==> config.mk <==
export PLATFORM = sky130hd
export DESIGN_NAME = txdesc_ring_walker
export DESIGN_NICKNAME = d
export VERILOG_FILES = /design/src/rtl/txw_pkg.sv /design/src/rtl/txw_byte_stager.sv /design/src/rtl/txw_walk_core.sv /design/src/rtl/txdesc_ring_walker.sv
export SDC_FILE = /design/constraint.sdc
export NUM_CORES = 1
export LEC_CHECK = 0
export BUFFER_PORTS_ARGS = -buffer_cell sky130_fd_sc_hd__buf_2
export CORE_ASPECT_RATIO = 1.4
export CORE_UTILIZATION = 40
export CTS_BUF_LIST = sky130_fd_sc_hd__clkbuf_4
export DETAILED_ROUTE_END_ITERATION = 10
export HOLD_SLACK_MARGIN = 0.1
export PLACE_DENSITY_LB_ADDON = 0.15
export SLEW_MARGIN = 5
export SYNTH_ARGS = -nofsm -noshare
export SYNTH_HDL_FRONTEND = slang
export SYNTH_SLANG_ARGS = --single-unit
==> constraint.sdc <==
create_clock -name clk -period 11.5 [get_ports clk]
set_input_delay 2.3 -clock clk [delete_from_list [all_inputs] [get_ports clk]]
set_output_delay 2.3 -clock clk [all_outputs]
set_load 0.01 [all_outputs]
==> src/rtl/txw_pkg.sv <==
package txw_pkg;
  // walk controller states
  typedef enum logic [3:0] {
    ST_IDLE,
    ST_RQ_HEAD,
    ST_WT_HEAD,
    ST_RQ_PTR,
    ST_WT_PTR,
    ST_RQ_DATA,
    ST_WT_DATA,
    ST_EMIT,
    ST_FLUSH,
    ST_WBACK
  } walk_st_t;

  // flag bit positions inside the 16-bit descriptor flags
  localparam int FLAG_READY = 15;
  localparam int FLAG_WRAP  = 13;
  localparam int FLAG_LAST  = 11;
  localparam int DESC_BYTES = 8;
endpackage

==> src/rtl/txw_byte_stager.sv <==
// Holds one byte back so the frame end marker can be attached to it.
module txw_byte_stager (
  input  logic       clk,
  input  logic       rst_n,
  input  logic       in_valid,
  input  logic [7:0] in_data,
  output logic       in_ready,
  input  logic       flush_req,
  output logic       flush_done,
  output logic       out_valid,
  input  logic       out_ready,
  output logic [7:0] out_data,
  output logic       out_sof,
  output logic       out_eof
);
  logic       hold_v;
  logic [7:0] hold_d;
  logic       hold_sof;
  logic       sof_next;
  logic       slot_free;

  assign slot_free  = !out_valid || out_ready;
  assign in_ready   = !hold_v || slot_free;
  assign flush_done = !hold_v || slot_free;

  always_ff @(posedge clk) begin
    if (!rst_n) begin
      hold_v    <= 1'b0;
      hold_d    <= '0;
      hold_sof  <= 1'b0;
      sof_next  <= 1'b1;
      out_valid <= 1'b0;
      out_data  <= '0;
      out_sof   <= 1'b0;
      out_eof   <= 1'b0;
    end else begin
      if (out_valid && out_ready) out_valid <= 1'b0;
      if (in_valid && in_ready) begin
        if (hold_v) begin
          out_valid <= 1'b1;
          out_data  <= hold_d;
          out_sof   <= hold_sof;
          out_eof   <= 1'b0;
        end
        hold_v   <= 1'b1;
        hold_d   <= in_data;
        hold_sof <= sof_next;
        sof_next <= 1'b0;
      end else if (flush_req && hold_v && slot_free) begin
        out_valid <= 1'b1;
        out_data  <= hold_d;
        out_sof   <= hold_sof;
        out_eof   <= 1'b1;
        hold_v    <= 1'b0;
        sof_next  <= 1'b1;
      end
    end
  end
endmodule

==> src/rtl/txw_walk_core.sv <==
// Descriptor fetch, buffer read, write-back and ring pointer control.
module txw_walk_core
  import txw_pkg::*;
#(
  parameter int ADDR_W    = 32,
  parameter int MAX_FRAME = 2032,
  parameter int MAX_DESC  = 1024
) (
  input  logic              clk,
  input  logic              rst_n,
  input  logic              enable,
  input  logic              kick,
  input  logic              base_wr,
  input  logic [ADDR_W-1:0] base_wdata,
  output logic              busy,
  output logic              mem_req_valid,
  input  logic              mem_req_ready,
  output logic              mem_req_write,
  output logic [ADDR_W-3:0] mem_req_waddr,
  output logic [31:0]       mem_req_wdata,
  input  logic              mem_rsp_valid,
  input  logic [31:0]       mem_rsp_rdata,
  output logic              byte_valid,
  output logic [7:0]        byte_data,
  input  logic              byte_ready,
  output logic              flush_req,
  input  logic              flush_done,
  output logic              ev_tx_buf,
  output logic              ev_tx_frame,
  output logic              ev_tx_babble
);
  localparam int FCW = $clog2(MAX_FRAME + 1);
  localparam int DCW = $clog2(MAX_DESC + 1);

  walk_st_t          st;
  logic [ADDR_W-1:0] base_q, cur_q, baddr_q;
  logic [15:0]       flags_q, len_q, rem_q;
  logic              clip_q, pend_q;
  logic [FCW-1:0]    fcnt_q;
  logic [DCW-1:0]    dcnt_q;
  logic [31:0]       wbuf_q;
  logic              kick_ok;
  logic [15:0]       flags_wb;
  logic [FCW-1:0]    room;
  logic [31:0]       room_w, len_w;
  logic              clip_c;
  logic [15:0]       take_c;
  logic [1:0]        lane;
  logic              last_f;

  assign kick_ok = kick && enable;
  assign busy    = (st != ST_IDLE);
  assign last_f  = flags_q[FLAG_LAST];

  // size clipping against the frame limit
  assign room   = FCW'(MAX_FRAME) - fcnt_q;
  assign room_w = 32'(room);
  assign len_w  = {16'd0, mem_rsp_rdata[15:0]};
  assign clip_c = len_w > room_w;
  assign take_c = clip_c ? room_w[15:0] : mem_rsp_rdata[15:0];

  always_comb begin
    flags_wb = flags_q;
    flags_wb[FLAG_READY] = 1'b0;
  end

  always_comb begin
    mem_req_valid = (st == ST_RQ_HEAD) || (st == ST_RQ_PTR) ||
                    (st == ST_RQ_DATA) || (st == ST_WBACK);
    mem_req_write = (st == ST_WBACK);
    mem_req_wdata = {flags_wb, len_q};
    case (st)
      ST_RQ_PTR:  mem_req_waddr = cur_q[ADDR_W-1:2] + 1'b1;
      ST_RQ_DATA: mem_req_waddr = baddr_q[ADDR_W-1:2];
      default:    mem_req_waddr = cur_q[ADDR_W-1:2];
    endcase
  end

  // big-endian lane pick: address offset 0 is bits 31:24
  assign lane       = 2'd3 - baddr_q[1:0];
  assign byte_data  = wbuf_q[{lane, 3'b000} +: 8];
  assign byte_valid = (st == ST_EMIT);
  assign flush_req  = (st == ST_FLUSH);

  always_ff @(posedge clk) begin
    if (!rst_n) begin
      st           <= ST_IDLE;
      base_q       <= '0;
      cur_q        <= '0;
      baddr_q      <= '0;
      flags_q      <= '0;
      len_q        <= '0;
      rem_q        <= '0;
      clip_q       <= 1'b0;
      pend_q       <= 1'b0;
      fcnt_q       <= '0;
      dcnt_q       <= '0;
      wbuf_q       <= '0;
      ev_tx_buf    <= 1'b0;
      ev_tx_frame  <= 1'b0;
      ev_tx_babble <= 1'b0;
    end else begin
      ev_tx_buf    <= 1'b0;
      ev_tx_frame  <= 1'b0;
      ev_tx_babble <= 1'b0;
      if (kick_ok && st != ST_IDLE) pend_q <= 1'b1;
      case (st)
        ST_IDLE: begin
          if (kick_ok) begin
            st     <= ST_RQ_HEAD;
            dcnt_q <= '0;
          end
        end
        ST_RQ_HEAD: if (mem_req_ready) st <= ST_WT_HEAD;
        ST_WT_HEAD: begin
          if (mem_rsp_valid) begin
            flags_q <= mem_rsp_rdata[31:16];
            len_q   <= mem_rsp_rdata[15:0];
            if (!mem_rsp_rdata[16+FLAG_READY]) begin
              if (pend_q || kick_ok) begin
                st     <= ST_RQ_HEAD;
                dcnt_q <= '0;
                pend_q <= 1'b0;
              end else begin
                st <= ST_IDLE;
              end
            end else begin
              rem_q  <= take_c;
              clip_q <= clip_c;
              fcnt_q <= fcnt_q + FCW'(take_c);
              st     <= ST_RQ_PTR;
            end
          end
        end
        ST_RQ_PTR: if (mem_req_ready) st <= ST_WT_PTR;
        ST_WT_PTR: begin
          if (mem_rsp_valid) begin
            baddr_q <= mem_rsp_rdata[ADDR_W-1:0];
            if (rem_q == 16'd0) st <= last_f ? ST_FLUSH : ST_WBACK;
            else                st <= ST_RQ_DATA;
          end
        end
        ST_RQ_DATA: if (mem_req_ready) st <= ST_WT_DATA;
        ST_WT_DATA: begin
          if (mem_rsp_valid) begin
            wbuf_q <= mem_rsp_rdata;
            st     <= ST_EMIT;
          end
        end
        ST_EMIT: begin
          if (byte_ready) begin
            baddr_q <= baddr_q + 1'b1;
            rem_q   <= rem_q - 16'd1;
            if (rem_q == 16'd1)             st <= last_f ? ST_FLUSH : ST_WBACK;
            else if (baddr_q[1:0] == 2'b11) st <= ST_RQ_DATA;
          end
        end
        ST_FLUSH: begin
          if (flush_done) begin
            fcnt_q <= '0;
            st     <= ST_WBACK;
          end
        end
        ST_WBACK: begin
          if (mem_req_ready) begin
            ev_tx_buf    <= 1'b1;
            ev_tx_frame  <= last_f;
            ev_tx_babble <= clip_q;
            cur_q <= flags_q[FLAG_WRAP] ? base_q : cur_q + ADDR_W'(DESC_BYTES);
            if (dcnt_q == DCW'(MAX_DESC - 1)) begin
              if (pend_q || kick_ok) begin
                st     <= ST_RQ_HEAD;
                dcnt_q <= '0;
                pend_q <= 1'b0;
              end else begin
                st <= ST_IDLE;
              end
            end else begin
              dcnt_q <= dcnt_q + 1'b1;
              st     <= ST_RQ_HEAD;
            end
          end
        end
        default: st <= ST_IDLE;
      endcase
      if (base_wr) begin
        base_q <= base_wdata & ~ADDR_W'(3);
        cur_q  <= base_wdata & ~ADDR_W'(3);
      end
    end
  end
endmodule

==> src/rtl/txdesc_ring_walker.sv <==
module txdesc_ring_walker #(
  parameter int ADDR_W    = 32,
  parameter int MAX_FRAME = 2032,
  parameter int MAX_DESC  = 1024
) (
  input  logic              clk,
  input  logic              rst_n,
  input  logic              enable,
  input  logic              kick,
  input  logic              base_wr,
  input  logic [ADDR_W-1:0] base_wdata,
  output logic              busy,
  output logic              mem_req_valid,
  input  logic              mem_req_ready,
  output logic              mem_req_write,
  output logic [ADDR_W-3:0] mem_req_waddr,
  output logic [31:0]       mem_req_wdata,
  input  logic              mem_rsp_valid,
  input  logic [31:0]       mem_rsp_rdata,
  output logic              out_valid,
  input  logic              out_ready,
  output logic [7:0]        out_data,
  output logic              out_sof,
  output logic              out_eof,
  output logic              ev_tx_buf,
  output logic              ev_tx_frame,
  output logic              ev_tx_babble
);
  logic       byte_valid, byte_ready;
  logic [7:0] byte_data;
  logic       flush_req, flush_done;

  txw_walk_core #(
    .ADDR_W   (ADDR_W),
    .MAX_FRAME(MAX_FRAME),
    .MAX_DESC (MAX_DESC)
  ) u_core (
    .clk          (clk),
    .rst_n        (rst_n),
    .enable       (enable),
    .kick         (kick),
    .base_wr      (base_wr),
    .base_wdata   (base_wdata),
    .busy         (busy),
    .mem_req_valid(mem_req_valid),
    .mem_req_ready(mem_req_ready),
    .mem_req_write(mem_req_write),
    .mem_req_waddr(mem_req_waddr),
    .mem_req_wdata(mem_req_wdata),
    .mem_rsp_valid(mem_rsp_valid),
    .mem_rsp_rdata(mem_rsp_rdata),
    .byte_valid   (byte_valid),
    .byte_data    (byte_data),
    .byte_ready   (byte_ready),
    .flush_req    (flush_req),
    .flush_done   (flush_done),
    .ev_tx_buf    (ev_tx_buf),
    .ev_tx_frame  (ev_tx_frame),
    .ev_tx_babble (ev_tx_babble)
  );

  txw_byte_stager u_stage (
    .clk       (clk),
    .rst_n     (rst_n),
    .in_valid  (byte_valid),
    .in_data   (byte_data),
    .in_ready  (byte_ready),
    .flush_req (flush_req),
    .flush_done(flush_done),
    .out_valid (out_valid),
    .out_ready (out_ready),
    .out_data  (out_data),
    .out_sof   (out_sof),
    .out_eof   (out_eof)
  );
endmodule

# Word level (Yosys, flattened, before mapping)
# Index checks and enable logic that the tools add are counted.
totals:
  out_inout_bits: 79
  inputBits: 72
  regBits: 226
  word_cells: 165
op_classes:
  add_sub_neg: 8
  bitwise_logic: 1
  n_reduce_logical: 38
  n_lt_le_gt_ge: 1
  n_eq_ne: 26
  shifts: 1
  muxes: 66
op_table:
  columns: ["cell", "n"]
  rows:
  - ["32-bit 2-to-1 mux", 6]
  - ["11-bit 2-to-1 mux", 9]
  - ["16-bit 2-to-1 mux", 4]
  - ["32-bit case mux with 2 select lines", 1]
  - ["30-bit case mux with 2 select lines", 1]
  - ["4-bit 2-to-1 mux", 13]
  - ["4-bit case mux with 10 select lines", 1]
  - ["11-bit case mux with 3 select lines", 1]
  - ["32-bit by 1-bit adder with 32-bit output (second input constant)", 1]
  - ["32-bit by 4-bit adder with 32-bit output (second input constant)", 1]
  - ["16-bit case mux with 2 select lines", 1]
  - ["32-bit by 6-bit variable part select with 8-bit output", 1]
  - ["30-bit by 1-bit adder with 30-bit output (second input constant)", 1]
  - ["8-bit 2-to-1 mux", 3]
  - ["1-bit 2-to-1 mux", 23]
  - ["11-bit case mux with 2 select lines", 1]
  - ["2-bit != test (second input constant)", 10]
  - ["16-bit by 1-bit == test with 1-bit output (second input constant)", 1]
  - ["4-bit by 3-bit == test with 1-bit output (second input constant)", 4]
  - ["16-bit by 11-bit greater-than comparator with 1-bit output", 1]
  - ["16-bit zero test", 1]
  - ["16-bit by 1-bit subtractor with 16-bit output (second input constant)", 1]
  - ["2-bit AND reduction", 6]
  - ["2-bit nonzero test", 6]
  - ["25 further kinds", 43]

# Depth between registers and ports, before layout
# Gate-level depths: netlist (run 1).
logic_depth:
  word_depth: 7
  depth_mapped: 26
  ltp_nobuf: 25

# By module
# From an unflattened synthesis (run 1), not the netlist that was laid out.
unflattened:
  cells_unflattened: 1720
  hier_area_um2: 12838.6
by_module_without_submodules:
  columns: ["mod", "area_per_inst_um2", "seq_area_each_um2", "cells_per_inst", "instances"]
  rows:
  - ["txw_walk_core", 11976.5, 4043.9, 1632, 1]
  - ["txw_byte_stager", 862.1, 440.4, 88, 1]

# Worst setup path after synthesis (run 1)
# No wires, ideal clock.
synth_timing:
  path_type: "input to register"
  start: "input port mem_rsp_rdata[15]"
  end: "register u_core.fcnt_q[10]"
  path_slack_ps: 5913
  setup_ps: 62
  path_buffers: 1
  t_required_ps: 11438
  arrival_ps: 5525
  stages: 18
  path_cell_list: "or4_1 > nor3_1 > o211ai_1 > o21ai_1 > buf_2 > nand2_1 > o21ai_0 > ha_1 > inv_1 > fa_1 > nor2b_1 > o21ai_0 > o21ai_0 > o31ai_1 > o21ai_0 > xor2_1 > or3_1 > nand3_1"
synth_between:
  elab_chain_cells: 6
synth_lines:
  columns: ["element", "line_no", "source"]
  rows:
  - ["from (decl)", "txdesc_ring_walker.sv:19", "input logic [31:0] mem_rsp_rdata,"]
  - ["16-bit by 11-bit greater-than comparator with 1-bit output", "txw_walk_core.sv:59", "assign clip_c = len_w > room_w;"]
  - ["16-bit 2-to-1 mux", "txw_walk_core.sv:60", "assign take_c = clip_c ? room_w[15:0] : mem_rsp_rdata[15:0];"]
  - ["11-bit adder", "txw_walk_core.sv:130", "fcnt_q <= fcnt_q + FCW'(take_c);"]
  - ["11-bit 2-to-1 mux", "txw_walk_core.sv:119", "if (!mem_rsp_rdata[16+FLAG_READY]) begin"]
  - ["11-bit 2-to-1 mux", "txw_walk_core.sv:116", "if (mem_rsp_valid) begin"]
  - ["11-bit case mux with 2 select lines", "txw_walk_core.sv:107", "case (st)"]
  - ["to (signal assigned)", "txw_walk_core.sv:130", null]
  - ["to (decl)", "txw_walk_core.sv:39", "logic [FCW-1:0] fcnt_q;"]
# No other way between the ends. The select of a mux whose other input is x is not followed.
# A chain may end at the register's enable or synchronous reset.

# Final worst setup path (run 1)
layout_timing:
  start: "register u_core.cur_q[2]"
  end: "output port mem_req_waddr[26]"
layout_between:
  elab_chain_cells: 2
layout_lines:
  columns: ["element", "line_no", "source"]
  rows:
  - ["from (decl)", "txw_walk_core.sv:36", "logic [ADDR_W-1:0] base_q, cur_q, baddr_q;"]
  - ["from (signal assigned)", "txw_walk_core.sv:169", "cur_q <= flags_q[FLAG_WRAP] ? base_q : cur_q + ADDR_W'(DESC_BYTES);"]
  - ["from (signal assigned)", "txw_walk_core.sv:188", "cur_q <= base_wdata & ~ADDR_W'(3);"]
  - ["30-bit by 1-bit adder with 30-bit output", "txw_walk_core.sv:73", "ST_RQ_PTR: mem_req_waddr = cur_q[ADDR_W-1:2] + 1'b1;"]
  - ["30-bit case mux with 2 select lines", "txw_walk_core.sv:72", "case (st)"]
  - ["to (decl)", "txdesc_ring_walker.sv:16", "output logic [ADDR_W-3:0] mem_req_waddr,"]
# No other way between the ends.

==> results of run 1 <==
-- layout make-up --
cell class              instances  area, µm²
diodes                          1       2.50
multi-input cells            1345       7360
inverters                      29        114
clock buffers                  88        661
fillers                      3268      16600
repair buffers                164        863
flip-flops and latches        224       4490
well taps                     390        488
clock inverters                26        118
-- sequential cells by signal, indices dropped and copies added (netlist names), 11 cells and up --
name	flops
u_core.len_q	16
u_core.wbuf_q	32
u_core.dcnt_q	11
u_core.baddr_q	32
u_core.flags_q	15
u_core.fcnt_q	11
u_core.cur_q	30
u_core.base_q	30
u_core.rem_q	16
-- cell families (layout without fill, tap and decap cells) --
kind of cell    Yosys count  in the layout  synth area share (%)
simple gates            738            738                  26.8
compound gates          526            526                  24.4
flops                   224            224                  35.9
buf+inv                 156            307                  5.25
mux                      31             31                  3.28
fa+ha+maj                29             29                  2.96
xor+xnor                 20             20                  1.40
other cells               1              2                0.0300
-- Yosys cell counts, types with 5 or more instances --
cell type	number
a211oi_1	17
a21o_1	6
a21oi_1	243
a221o_1	10
a221oi_1	5
a22oi_1	18
a2bb2oi_1	6
a31oi_1	12
and2_1	20
and3_1	29
buf_1	5
buf_2	6
buf_6	5
clkbuf_1	104
dfxtp_1	224
ha_1	28
inv_1	27
mux2i_1	23
mux4_2	8
nand2_1	334
nand2b_1	11
nand3_1	62
nand4_1	15
nor2_1	154
nor2b_1	7
nor3_1	49
nor3b_1	5
nor4_1	12
o211ai_1	13
o21a_1	5
o21ai_0	143
o22ai_1	8
o311ai_0	11
o31ai_1	6
or3_1	17
xnor2_1	8
xor2_1	12
-- critical path, delay by kind of cell, from the launching register on --
kind                       cells  cell delay, ns
and+or+nand+nor                5            1.43
DFF                            1            0.81
AOI/OAI and AO/OA              1            0.47
adders and majority gates      1            0.28
buffers and inverters          1            0.22
-- metrics by stage --
stage | power [mW] | std cells | util, %
floorplan | 1.22 | 1725 | -
global placement | 1.35 | 2152 | 43.4
detailed placement | 1.36 | 2152 | 43.4
CTS | 2.09 | 2266 | 45.9
global route | 2.19 | 2267 | 45.9
finish | 2.07 | 2267 | 45.9
-- metal layers --
| layer | up-vias | global-route usage [%] |
|---|---|---|
| met4 | 0 | 9.10 |
| met5 | - | 0 |
| met2 | 370 | 41.6 |
| met1 | 6013 | 31.8 |
| li1 | 6366 | - |
| met3 | 64 | 4.04 |
-- path summary, 6_finish.rpt --
kind	from	to	slack [ns]
hold / removal	u_core.wbuf_q[19]$_SDFFE_PN0P_	u_core.wbuf_q[19]$_SDFFE_PN0P_	0.45
setup reg to reg	u_core.fcnt_q[1]$_SDFFE_PN0P_	u_core.fcnt_q[10]$_SDFFE_PN0P_	6.20
setup / recovery	u_core.cur_q[2]$_SDFFE_PN0P_	mem_req_waddr[26]	5.23
hold reg to reg	u_core.wbuf_q[19]$_SDFFE_PN0P_	u_core.wbuf_q[19]$_SDFFE_PN0P_	0.45
-- power by group through the flow --
| stage | Sequential, mW | Combinational (mW) | Clock [mW] |
|---|---|---|---|
| 2_1_floorplan | 0.872 | 0.350 | 0 |
| 3_3_place_gp | 0.906 | 0.445 | 0 |
| 3_5_place_dp | 0.908 | 0.453 | 0 |
| 4_1_cts | 0.891 | 0.454 | 0.744 |
| 5_1_grt | 0.901 | 0.507 | 0.785 |
| 6_report | 0.893 | 0.454 | 0.718 |
==> impl_metrics.tcl, run 1 <==
set metrics [dict create \
    wl_per_cell_um 17.5 \
    finalCritPeriodShare_pct 54.5 \
    pin_count 151 \
    final_cell_mix "nand2_1, a21oi_1, dfxtp_1, nor2_1, buf_2" \
    yosysUniqueCellTypes 78 \
    place_hpwl_mm 26.8 \
    grt_max_degree 101 \
    start_util_pct 40.7 \
    setup_tns_ns 0 \
    final_area_um2 14100 \
    post_cts_buffers 0 \
    cp-start-kind "register" \
    reg2reg_depth 25 \
    holdCritPathClass "register to register" \
    crit_chain "ha_1 > and3_1 > nand3_1 > or3_1 > nor3_1 > nand2_1 > o311ai_0 > buf_2" \
    cts_tree "built" \
    rsz0062_at_grt "false" \
    power.clock.fraction_pct 34.8 \
    worst_clock_skew_ns 0.0462 \
    routabilityCongestion 0.843 \
    final_common_cell "nand2_1" \
    cts-resized-gates 0 \
    cts_max_level 2 \
    synth_seq_cells 224 \
    grt_pass1_vias 11900 \
    die_w_um 151 \
    numCtsBuffers 61 \
    max_stage_delay_ns 0.81 \
    core-area_um2 30700 \
    min_path_cells 2 \
    pre_cts_ws_ns 5.33 \
    maxCapViolCount 0 \
    post_dp_cell_area_um2 13300 \
    synth_top_cell_by_area "dfxtp_1" \
    firstDrtPassIters 6 \
    dr_wl_met2_mm 19.3 \
    antenna_found_initial 1 \
    syn-num-nets 1826 \
    synth.cell_area_um2 12500 \
    synth-main-ff-cell "dfxtp_1" \
    cp.required_ns 9.20 \
    root_buffer "clkbuf_4" \
    synth_top_area_share_pct 35.9 \
    worst_slew_pin_slew_ns 1.11 \
    io_buffers 147 \
    grt_pass1_wl_mm 62.8 \
    drv_slew 0 \
    clkLatencyLatePin_ns 0.78 \
    routed_wl_mm 39.7 \
    final-setup-viol-count 0 \
    seqPwrFrac_pct 43.2 \
    hold_viol 0 \
    holdWs_ns 0.451 \
    yosys_warnings 0 \
    post-route-drc-count 0 \
    grt-ovfl-total 0 \
    cts_buffer_depth 3 \
    path_max_fanout 15 \
    ys_seq_area_share_pct 35.9 \
    relSlewSlack_pct 25.7 \
    syn_inst 1725 \
    ir_worst_vdd_mv 0.0711 \
    path_class "register to primary output" \
    cts.clk_slew.worst_paths_ns 0.07 \
    die_area_um2 32000 \
    internal_power_mw 1.34 \
    cts_sinks 224 \
    track_usage_pct 24.9 \
    drt-met1-wl_mm 17.3 \
    synth.top_cells.by_area "dfxtp_1, nand2_1, a21oi_1" \
    clock.fmax_mhz 159 \
    fin_crit_ns 6.27 \
    syn_to_final_growth_pct 12.8 \
    worst_slack_ns 5.23 \
    combPwrFrac_pct 22.0 \
    sw_frac_of_total_pct 35.1 \
    endpoint_kind "primary output" \
    drt_iter0_drc 769 \
    dr_total_vias 12800 \
    vias_per_cell 5.65 \
    leakage_nw 5.44 \
    wl_met3_mm 2.11 \
    status "completed" \
    final_antenna_net_count 0 \
    switchingPower_uw 726 \
    arrival_ns 3.97 \
    fp-row-count 76 \
    crit_path_top_delay_cell "dfxtp_1" \
    postCtsHoldBufs 0 \
    nets 1926 \
    drive_gt1_share_pct 15.2 \
    ys_async_sr_fraction_pct 0 \
    avgSynthCellArea_um2 7.24 \
    synth-edff-count 0 \
    power_density_nw_per_um2 147 \
    top_layer_used "met4" \
    die_y_um 211 \
]
Note: power is estimated with default switching activity, not from simulation.
==> run 2: changes to the inputs <==
Clock period 11.5 ns to 6.3 ns, I/O delays scaled along.
==> run 2 against run 1 <==
Sequential power grew 84%. Non-clock buffer count grew 1. Final area shrank 0.29%. Worst hold slack lost 0.0018 ns. Via count grew 0.35%. Sequential share of layout area grew 0.094 points. Combinational power grew 81%. First-iteration DRC count grew 18%. Register-to-register slack lost 5.4 ns. Critical path type is now register to register.
==> impl_metrics.tcl, run 2 (synthesis results as in run 1) <==
set metrics [dict create \
    routabilityCongestion 0.854 \
    core-area_um2 30700 \
    io_buffers 147 \
    drive_gt1_share_pct 15.1 \
    cts.clk_slew.worst_paths_ns 0.07 \
    drv_slew 0 \
    combPwrFrac_pct 22.1 \
    crit_path_top_delay_cell "nor3b_1" \
    dr_total_vias 12900 \
    worst_slew_pin_slew_ns 1.12 \
    syn_to_final_growth_pct 12.5 \
    final-setup-viol-count 0 \
    final_cell_mix "nand2_1, a21oi_1, dfxtp_1, nor2_1, buf_2" \
    fp-row-count 76 \
    hold_viol 0 \
    seqPwrFrac_pct 44.0 \
    start_util_pct 40.7 \
    root_buffer "clkbuf_4" \
    largestRegisters "u_core.baddr_q (32), u_core.wbuf_q (32)" \
    sw_frac_of_total_pct 35.0 \
    power_density_nw_per_um2 264 \
    wl_per_cell_um 17.6 \
    cts-resized-gates 0 \
    path_class "register to register" \
    cts_sinks 224 \
    final_area_um2 14100 \
    die_y_um 211 \
    place_hpwl_mm 27.2 \
    nets 1924 \
    status "completed" \
    firstDrtPassIters 5 \
    pre_cts_ws_ns 0.883 \
    grt_pass1_wl_mm 63.4 \
    fin_crit_ns 5.46 \
    antenna_found_initial 2 \
    numCtsBuffers 58 \
    setup_tns_ns 0 \
    internal_power_mw 2.42 \
    holdCritPathClass "register to register" \
    cts_buffer_depth 3 \
    arrival_ns 6.12 \
    clock.fmax_mhz 183 \
    drt_iter0_drc 911 \
    track_usage_pct 25.2 \
    post_cts_buffers 0 \
    num-fill-cells 3261 \
    maxCapViolCount 0 \
    crit_top_cell "o21ai_0" \
    worst_slack_ns 0.838 \
    cts_tree "built" \
    cp-start-kind "register" \
    final_common_cell "nand2_1" \
    switchingPower_mw 1.30 \
    leakage_nw 5.41 \
    die_area_um2 32000 \
    final_antenna_net_count 0 \
    die_w_um 151 \
    postCtsHoldBufs 0 \
    grt-ovfl-total 0 \
    post-route-drc-count 0 \
    endpoint_kind "register" \
    relSlewSlack_pct 25.6 \
    rsz0062_at_grt "false" \
    finalPower_mw 3.72 \
    clkLatencyLatePin_ns 0.75 \
    grt_max_degree 117 \
    path_max_fanout 12 \
    worst_clock_skew_ns 0.0395 \
    routed_wl_mm 39.8 \
    max_stage_delay_ns 0.44 \
    finalCritPeriodShare_pct 86.7 \
    cts_max_level 2 \
    ir_worst_vdd_mv 0.151 \
    cp.required_ns 6.96 \
    post_dp_cell_area_um2 13300 \
    vias_per_cell 5.69 \
    power.clock.fraction_pct 33.9 \
    pin_count 151 \
    grt_pass1_vias 12000 \
]
[run 2: layer usage]
metal	share of wire (%)	vias up	GRT usage, %
li1	-	6336	-
met1	43	6024	32.2
met3	5.8	78	3.91
met2	47	420	41.4
met5	0	-	0
met4	3.4	0	11.2
[run 2: area by class of cell]
type,count,area (µm²),share of cell area (%)
multi-input combinational,1345,7360,52.4
sequential,224,4490,31.9
timing repair buffer,165,871,6.20
clock buffer,85,638,4.54
tap,390,488,3.47
inverter,29,114,0.810
clock inverter,19,86.3,0.614
antenna,3,7.51,0.0534
[run 2: path summary, 6_finish.rpt]
path / startpoint / end / slack (ns) / depth (start not counted)
max: u_core.fcnt_q[1]$_SDFFE_PN0P_ / u_core.fcnt_q[10]$_SDFFE_PN0P_ / 0.84 / 25
max reg2reg: u_core.fcnt_q[1]$_SDFFE_PN0P_ / u_core.fcnt_q[10]$_SDFFE_PN0P_ / 0.84 / 25
min reg2reg: u_core.dcnt_q[10]$_SDFFE_PN0P_ / u_core.dcnt_q[10]$_SDFFE_PN0P_ / 0.45 / 2
min: u_core.dcnt_q[10]$_SDFFE_PN0P_ / u_core.dcnt_q[10]$_SDFFE_PN0P_ / 0.45 / 2
[run 2: worst max-delay path, delay by kind of cell, from the launching register on]
family	cells	cell delay [ns]
buffers and inverters	4	0.49
AOI/OAI and AO/OA	7	1.52
xor gates and xnor gates	2	0.32
and+or+nand+nor	8	1.60
DFF	1	0.34
adders and majority gates	4	1.13
[run 2: metrics by stage]
stage | hold WS (ns) | std cells | util (%)
2_1_floorplan | 0.421 | 1725 | -
3_3_place_gp | 0.433 | 2153 | 43.4
3_5_place_dp | 0.440 | 2153 | 43.4
4_1_cts | 0.454 | 2257 | 45.7
5_1_grt | 0.476 | 2260 | 45.8
6_report | 0.449 | 2260 | 45.8
[run 2: power by group through the flow]
stage	combinational [mW]	clock [mW]	sequential [mW]
after floorplan	0.639	0	1.59
after global placement	0.811	0	1.66
after detailed placement	0.820	0	1.66
after CTS	0.822	1.30	1.63
after global routing	0.922	1.38	1.65
final	0.820	1.26	1.64
